[config.mk]
export PLATFORM = sky130hd
export DESIGN_NAME = mbox_axil_bridge
export DESIGN_NICKNAME = d
export VERILOG_FILES = /design/src/rtl/mbox_pkg.sv /design/src/rtl/mbox_axil_wr.sv /design/src/rtl/mbox_axil_rd.sv /design/src/rtl/mbox_regs.sv /design/src/rtl/mbox_axil_bridge.sv
export SDC_FILE = /design/constraint.sdc
export NUM_CORES = 1
export LEC_CHECK = 0
export BUFFER_PORTS_ARGS = -buffer_cell sky130_fd_sc_hd__buf_2
export CAP_MARGIN = 15
export CORE_UTILIZATION = 50
export CTS_CLUSTER_DIAMETER = 40
export DETAILED_ROUTE_END_ITERATION = 7
export PLACE_DENSITY = 0.75
export SKIP_CTS_REPAIR_TIMING = 1
export SYNTH_ARGS = -nofsm -noshare
export SYNTH_HDL_FRONTEND = slang
export SYNTH_SLANG_ARGS = --single-unit
export TNS_END_PERCENT = 5
[constraint.sdc]
create_clock -name clk -period 2.5 [get_ports clk]
set_input_delay 0.5 -clock clk [delete_from_list [all_inputs] [get_ports clk]]
set_output_delay 0.5 -clock clk [all_outputs]
set_load 0.01 [all_outputs]
[src/rtl/mbox_pkg.sv]
package mbox_pkg;
  // Word index (byte offset divided by four) of each register slot
  localparam int unsigned SLOT_IN_WORD   = 4;
  localparam int unsigned SLOT_IN_CTRL   = 5;
  localparam int unsigned SLOT_OUT_WORD  = 6;
  localparam int unsigned SLOT_OUT_CTRL  = 7;

  // Bit positions inside the control slots
  localparam int unsigned CTRL_VALID_BIT = 0;
  localparam int unsigned CTRL_ACK_BIT   = 1;

  localparam logic [1:0] RESP_OKAY = 2'b00;
endpackage

[src/rtl/mbox_axil_wr.sv]
module mbox_axil_wr #(
  parameter int unsigned ADDR_W = 5,
  parameter int unsigned DATA_W = 32,
  localparam int unsigned STRB_W = DATA_W / 8
) (
  input  logic              clk,
  input  logic              rst_n,
  input  logic [ADDR_W-1:0] awaddr,
  input  logic              awvalid,
  output logic              awready,
  input  logic [DATA_W-1:0] wdata,
  input  logic [STRB_W-1:0] wstrb,
  input  logic              wvalid,
  output logic              wready,
  output logic              bvalid,
  input  logic              bready,
  output logic              wr_fire,
  output logic [ADDR_W-1:0] wr_addr,
  output logic [DATA_W-1:0] wr_data,
  output logic [STRB_W-1:0] wr_strb
);
  logic aw_held, w_held, bvalid_q;
  logic aw_take, w_take, b_done;

  assign awready = !aw_held && !bvalid_q;
  assign wready  = !w_held && !bvalid_q;
  assign aw_take = awvalid && awready;
  assign w_take  = wvalid && wready;
  assign wr_fire = aw_held && w_held && !bvalid_q;
  assign b_done  = bvalid_q && bready;
  assign bvalid  = bvalid_q;

  always_ff @(posedge clk) begin
    if (!rst_n) begin
      aw_held  <= 1'b0;
      w_held   <= 1'b0;
      bvalid_q <= 1'b0;
      wr_addr  <= '0;
      wr_data  <= '0;
      wr_strb  <= '0;
    end else begin
      if (aw_take) begin
        aw_held <= 1'b1;
        wr_addr <= awaddr;
      end
      if (w_take) begin
        w_held  <= 1'b1;
        wr_data <= wdata;
        wr_strb <= wstrb;
      end
      if (wr_fire) begin
        aw_held  <= 1'b0;
        w_held   <= 1'b0;
        bvalid_q <= 1'b1;
      end else if (b_done) begin
        bvalid_q <= 1'b0;
      end
    end
  end


  resp_after_fire_chk: assert property (@(posedge clk) disable iff (!rst_n)
    wr_fire |=> bvalid);

  bvalid_hold_chk: assert property (@(posedge clk) disable iff (!rst_n)
    (bvalid && !bready) |=> bvalid);

  no_accept_while_resp_chk: assert property (@(posedge clk) disable iff (!rst_n)
    bvalid |-> (!awready && !wready));
endmodule

[src/rtl/mbox_axil_rd.sv]
module mbox_axil_rd #(
  parameter int unsigned ADDR_W = 5,
  parameter int unsigned DATA_W = 32
) (
  input  logic              clk,
  input  logic              rst_n,
  input  logic [ADDR_W-1:0] araddr,
  input  logic              arvalid,
  output logic              arready,
  output logic [DATA_W-1:0] rdata,
  output logic              rvalid,
  input  logic              rready,
  input  logic [DATA_W-1:0] rd_word,
  output logic              rd_done,
  output logic [ADDR_W-1:0] rd_done_addr
);
  logic rvalid_q, ar_take;

  assign arready = !rvalid_q;
  assign ar_take = arvalid && arready;
  assign rvalid  = rvalid_q;
  assign rd_done = rvalid_q && rready;

  always_ff @(posedge clk) begin
    if (!rst_n) begin
      rvalid_q     <= 1'b0;
      rdata        <= '0;
      rd_done_addr <= '0;
    end else if (ar_take) begin
      rvalid_q     <= 1'b1;
      rdata        <= rd_word;
      rd_done_addr <= araddr;
    end else if (rd_done) begin
      rvalid_q <= 1'b0;
    end
  end


  rdata_hold_chk: assert property (@(posedge clk) disable iff (!rst_n)
    (rvalid && !rready) |=> (rvalid && $stable(rdata)));

  rvalid_after_accept_chk: assert property (@(posedge clk) disable iff (!rst_n)
    ar_take |=> rvalid);
endmodule

[src/rtl/mbox_regs.sv]
module mbox_regs
  import mbox_pkg::*;
#(
  parameter int unsigned ADDR_W = 5,
  parameter int unsigned DATA_W = 32,
  localparam int unsigned STRB_W = DATA_W / 8
) (
  input  logic              clk,
  input  logic              rst_n,
  input  logic              wr_fire,
  input  logic [ADDR_W-1:0] wr_addr,
  input  logic [DATA_W-1:0] wr_data,
  input  logic [STRB_W-1:0] wr_strb,
  input  logic [ADDR_W-1:0] rd_addr,
  output logic [DATA_W-1:0] rd_word,
  input  logic              rd_done,
  input  logic [ADDR_W-1:0] rd_done_addr,
  output logic [DATA_W-1:0] in_data,
  output logic              in_valid,
  input  logic              in_ack,
  input  logic [DATA_W-1:0] out_word_in,
  input  logic              out_strobe
);
  logic [DATA_W-1:0] out_data;
  logic              out_valid;

  // True when a byte address falls on the given word slot
  function automatic logic hits(input logic [ADDR_W-1:0] addr, input int unsigned slot);
    return (addr >> 2) == ADDR_W'(slot);
  endfunction

  // Byte-lane merge of a strobed write onto the old word
  function automatic logic [DATA_W-1:0] merge_bytes(input logic [DATA_W-1:0] old_w,
                                                    input logic [DATA_W-1:0] new_w,
                                                    input logic [STRB_W-1:0] strb);
    logic [DATA_W-1:0] res;
    for (int b = 0; b < STRB_W; b++) begin
      res[8*b +: 8] = strb[b] ? new_w[8*b +: 8] : old_w[8*b +: 8];
    end
    return res;
  endfunction

  // Named internal events
  logic wr_in_word, set_in, hs_in, cap_out, clr_out, wr_reserved;

  assign wr_in_word  = wr_fire && hits(wr_addr, SLOT_IN_WORD);
  assign set_in      = wr_fire && hits(wr_addr, SLOT_IN_CTRL)
                       && wr_strb[0] && wr_data[CTRL_VALID_BIT];
  assign hs_in       = in_valid && in_ack;
  assign cap_out     = out_strobe;
  assign clr_out     = rd_done && hits(rd_done_addr, SLOT_OUT_CTRL);
  assign wr_reserved = wr_fire && ((wr_addr >> 2) < ADDR_W'(SLOT_IN_WORD));

  always_ff @(posedge clk) begin
    if (!rst_n) begin
      in_data   <= '0;
      in_valid  <= 1'b0;
      out_data  <= '0;
      out_valid <= 1'b0;
    end else begin
      if (wr_in_word) in_data <= merge_bytes(in_data, wr_data, wr_strb);
      if (set_in)     in_valid <= 1'b1;
      else if (hs_in) in_valid <= 1'b0;
      if (cap_out) begin
        out_data  <= out_word_in;
        out_valid <= 1'b1;
      end else if (clr_out) begin
        out_valid <= 1'b0;
      end
    end
  end

  always_comb begin
    rd_word = '0;
    if (hits(rd_addr, SLOT_IN_WORD)) begin
      rd_word = in_data;
    end else if (hits(rd_addr, SLOT_IN_CTRL)) begin
      rd_word[CTRL_VALID_BIT] = in_valid;
      rd_word[CTRL_ACK_BIT]   = in_ack;
    end else if (hits(rd_addr, SLOT_OUT_WORD)) begin
      rd_word = out_data;
    end else if (hits(rd_addr, SLOT_OUT_CTRL)) begin
      rd_word[CTRL_VALID_BIT] = out_valid;
    end
  end


  hs_clears_valid_chk: assert property (@(posedge clk) disable iff (!rst_n)
    (hs_in && !set_in) |=> !in_valid);

  set_wins_chk: assert property (@(posedge clk) disable iff (!rst_n)
    set_in |=> in_valid);

  out_capture_chk: assert property (@(posedge clk) disable iff (!rst_n)
    cap_out |=> (out_valid && out_data == $past(out_word_in)));

  out_clear_chk: assert property (@(posedge clk) disable iff (!rst_n)
    (clr_out && !cap_out) |=> !out_valid);

  reserved_write_chk: assert property (@(posedge clk) disable iff (!rst_n)
    (wr_reserved && !hs_in) |=> ($stable(in_data) && $stable(in_valid)));
endmodule

[src/rtl/mbox_axil_bridge.sv]
module mbox_axil_bridge
  import mbox_pkg::*;
#(
  parameter int unsigned ADDR_W = 5,
  parameter int unsigned DATA_W = 32,
  localparam int unsigned STRB_W = DATA_W / 8
) (
  input  logic              clk,
  input  logic              rst_n,
  input  logic [ADDR_W-1:0] s_awaddr,
  input  logic              s_awvalid,
  output logic              s_awready,
  input  logic [DATA_W-1:0] s_wdata,
  input  logic [STRB_W-1:0] s_wstrb,
  input  logic              s_wvalid,
  output logic              s_wready,
  output logic [1:0]        s_bresp,
  output logic              s_bvalid,
  input  logic              s_bready,
  input  logic [ADDR_W-1:0] s_araddr,
  input  logic              s_arvalid,
  output logic              s_arready,
  output logic [DATA_W-1:0] s_rdata,
  output logic [1:0]        s_rresp,
  output logic              s_rvalid,
  input  logic              s_rready,
  output logic [DATA_W-1:0] eng_in_data,
  output logic              eng_in_valid,
  input  logic              eng_in_ack,
  input  logic [DATA_W-1:0] eng_out_data,
  input  logic              eng_out_vld
);
  logic              wr_fire;
  logic [ADDR_W-1:0] wr_addr;
  logic [DATA_W-1:0] wr_data;
  logic [STRB_W-1:0] wr_strb;
  logic [DATA_W-1:0] rd_word;
  logic              rd_done;
  logic [ADDR_W-1:0] rd_done_addr;

  assign s_bresp = RESP_OKAY;
  assign s_rresp = RESP_OKAY;

  mbox_axil_wr #(.ADDR_W(ADDR_W), .DATA_W(DATA_W)) u_wr (
    .clk(clk), .rst_n(rst_n),
    .awaddr(s_awaddr), .awvalid(s_awvalid), .awready(s_awready),
    .wdata(s_wdata), .wstrb(s_wstrb), .wvalid(s_wvalid), .wready(s_wready),
    .bvalid(s_bvalid), .bready(s_bready),
    .wr_fire(wr_fire), .wr_addr(wr_addr), .wr_data(wr_data), .wr_strb(wr_strb)
  );

  mbox_axil_rd #(.ADDR_W(ADDR_W), .DATA_W(DATA_W)) u_rd (
    .clk(clk), .rst_n(rst_n),
    .araddr(s_araddr), .arvalid(s_arvalid), .arready(s_arready),
    .rdata(s_rdata), .rvalid(s_rvalid), .rready(s_rready),
    .rd_word(rd_word), .rd_done(rd_done), .rd_done_addr(rd_done_addr)
  );

  mbox_regs #(.ADDR_W(ADDR_W), .DATA_W(DATA_W)) u_regs (
    .clk(clk), .rst_n(rst_n),
    .wr_fire(wr_fire), .wr_addr(wr_addr), .wr_data(wr_data), .wr_strb(wr_strb),
    .rd_addr(s_araddr), .rd_word(rd_word),
    .rd_done(rd_done), .rd_done_addr(rd_done_addr),
    .in_data(eng_in_data), .in_valid(eng_in_valid), .in_ack(eng_in_ack),
    .out_word_in(eng_out_data), .out_strobe(eng_out_vld)
  );
endmodule

==> qor.csv <==
stage,metric,value,unit
power,pwr/cell area,714,mW/mm^2
final_layout,nets,829,
final_layout,fillers,988,
synthesis,top_reg_cell synth,dfxtp_1,
place,Placer Congestion,0.847,
clock_network,CTS tree,built,
critical_path,reg2reg setup slack,660,ps
floorplanning,die height,111,um
critical_path,worst r2r dst,u_rd.rdata[9],
timing,Final Hold Viols,0,
clock_network,clk slew on worst S/H paths,60,ps
floorplanning,num ports,161,
drt,Routed WL per cell,15.5,um
synthesis,Avg Inst Size Synth,9.75,um^2
final_layout,share of cells above drive strength 1,30.5,%
timing,final setup violation count,0,
place,HPWL Detailed,9690,um
clock_network,H-tree depth,4,
clock_network,clock sinks,144,
synthesis,Syn Std Cell Area,0.00590,mm^2
timing,final period utilization,73.7,%
synthesis,"FF+latch count, synth",144,
critical_path,"Req. time, crit path",2850,ps
critical_path,Critical Path Sink,u_rd.rdata[9],
clock_network,clock root cell,clkbuf_16,
final_layout,area delta synth->final,24.4,%
synthesis,Yosys top cell area share,48.9,%
drt,Routed WL,13900,um
drt,Vias,4626,
floorplanning,Die Width,111,um
timing,f_max,543,MHz
synthesis,Post-synth top cells,"144 x dfxtp_1, 138 x nand2_1, 71 x mux2i_1",
place,placed cells,866,
place,Post-DP Area,0.00678,mm^2
power,Peak VDD IR,0.472,mV
clock_network,worst skew pair latency,410,ps
global_route,initial antenna violation count,0,
timing,relative slew slack,43.5,%
floorplanning,Initial Util,51.5,%
timing,fin crit period,1840,ps
worst_hold_path,min-delay worst type,primary input to flip-flop,
critical_path,Critical path origin,u_rd.rvalid,
power,Tot Pwr,5240,uW
timing,Max Clock Skew,5.70,ps
synthesis,Synth cell types,34,
critical_path,critical path peak fanout,19,
floorplanning,# rows,39,
synthesis,ranking of synthesized cells by area,"dfxtp_1 49%, mux2i_1 12%, nand2_1 8.8%, nor2b_1 7.4%, mux2_2 5.7%",
timing,max-slew violations,0,
drt,DRC,0,
critical_path,crit path DAT,2190,ps
clock_network,Max Root-Sink Buffers,2,
final_layout,final non-filler cell total,897,
global_route,GRT Residual Overflow,0,
floorplanning,Core Area,0.0115,mm^2
floorplanning,die area,0.0122,mm^2
critical_path,crit path kind,flip-flop to flip-flop,
synthesis,"count leader, synth",dfxtp_1,
final_layout,final instance area,0.00734,mm^2
timing,Slew @ Worst Pin,848,ps
global_route,GRT Overall Usage,23.1,%
timing,unrepaired setup endpoints after global routing,false,
drt,Pre-Repair DR Iteration Count,4,
place,Port-buffer cells,152,
synthesis,asr flop ratio synth,0,%
critical_path,worst r2r path cells,4,
synthesis,number of synthesized flops with an enable pin,0,
critical_path,crit end category,flip-flop,
final_layout,ant diodes,0,
drt,ANT nets after route,0,
global_route,pin count of the biggest net entering global routing,97,
clock_network,number of CTS-inserted buffers,17,
critical_path,worst flop-to-flop path startpoint,u_rd.rvalid,
global_route,vias in the first global route,4369,
drt,initial DRC count,280,
worst_hold_path,hold wc startpoint,s_wstrb[0],
synthesis,register area share after synthesis,48.9,%
global_route,global-route wire length before repair,22100,um
drt,detail-routed via count per cell,5.16,
critical_path,CP Launch Type,flip-flop,
run,max-cap check violation count,0,
outcome,status,"finished, final reports clean",
synthesis,Yosys warning count,0,
synthesis,cells after synthesis,605,
power,leakage,0.00313,uW
synthesis,"area leader, netlist",dfxtp_1,
timing,setup TNS,0,ps
==> placed cells by master, fill, tap and decap left out, types with 3 or more instances in the layout <==
cell and instances:
mux2_2 30, clkinv_2 5, clkbuf_1 5, clkbuf_16 17, buf_4 11, buf_2 151, conb_1 4, o21ai_0 3
o21a_1 3, a21boi_0 38, inv_1 3, nor2b_1 70, dfxtp_1 144, a22oi_1 30, nor4b_2 3, nand2_1 138
nor2_1 3, mux2i_1 71
==> kinds of logic (layout without fill, tap and decap cells) <==
family          after synthesis  count (layout)  synth area share, %
simple gates                229             229                 19.2
flops                       144             144                 48.9
mux                         102             102                 18.2
compound gates               77              77                 9.71
buf+inv                      52             198                 4.05
other cells                   1               4               0.0636
==> cell type report <==
| type | count | area [um^2] | area share (%) |
|---|---|---|---|
| flip-flops and latches | 144 | 2880 | 39.3 |
| clock inverters | 7 | 85.1 | 1.16 |
| clock buffers | 24 | 472 | 6.43 |
| inverters | 3 | 11.3 | 0.153 |
| repair buffers | 164 | 878 | 12.0 |
| multi-input cells | 412 | 2830 | 38.6 |
| well taps | 143 | 179 | 2.44 |
==> how the worst min path moves through the flow <==
stage,end,slack [ps],cells after the start
finish,u_wr.wr_strb[0],330,3
global route,u_wr.wr_strb[0],320,3
CTS,u_wr.wr_strb[0],320,3
detailed placement,u_regs.in_data[22],450,2
global placement,u_regs.in_data[15],440,2
floorplan,u_regs.in_data[10],440,2
==> through the flow <==
step / hold slack [ps] / worst slack [ps] / util, %
6_report: 330 / 658 / 64.0
3_5_place_dp: 451 / 554 / 59.1
5_1_grt: 323 / 497 / 64.0
3_3_place_gp: 444 / 581 / 59.1
4_1_cts: 316 / 619 / 64.0
2_1_floorplan: 438 / 863 / -
==> state kept, by name, indices dropped and copies added, names as in the netlist, 3 cells and up <==
register and count:
u_wr.wr_strb 4, u_regs.in_data 32, u_rd.rdata 32, u_wr.wr_addr 3, u_regs.out_data 32, u_wr.wr_data 32, u_rd.rd_done_addr 3
==> layer usage <==
metal  share of wire, %  global-route usage (%)
met3                4.3                    5.87
met2                 47                    35.0
met1                 47                    30.4
met4                2.4                    11.8
met5                  0                       0
==> where the power goes <==
| group | internal, uW | total (uW) | switching (uW) |
|---|---|---|---|
| logic | 197 | 418 | 221 |
| registers | 2380 | 2440 | 52.3 |
| clock network | 1510 | 2390 | 884 |
==> worst max-delay path, cell delays in order (launching register included) <==
cell      delay, ps
dfxtp_1         420
nand2b_1        700
buf_4           380
a22oi_1         120
nor2b_1         140
Note: power is estimated with default switching activity, not from simulation.
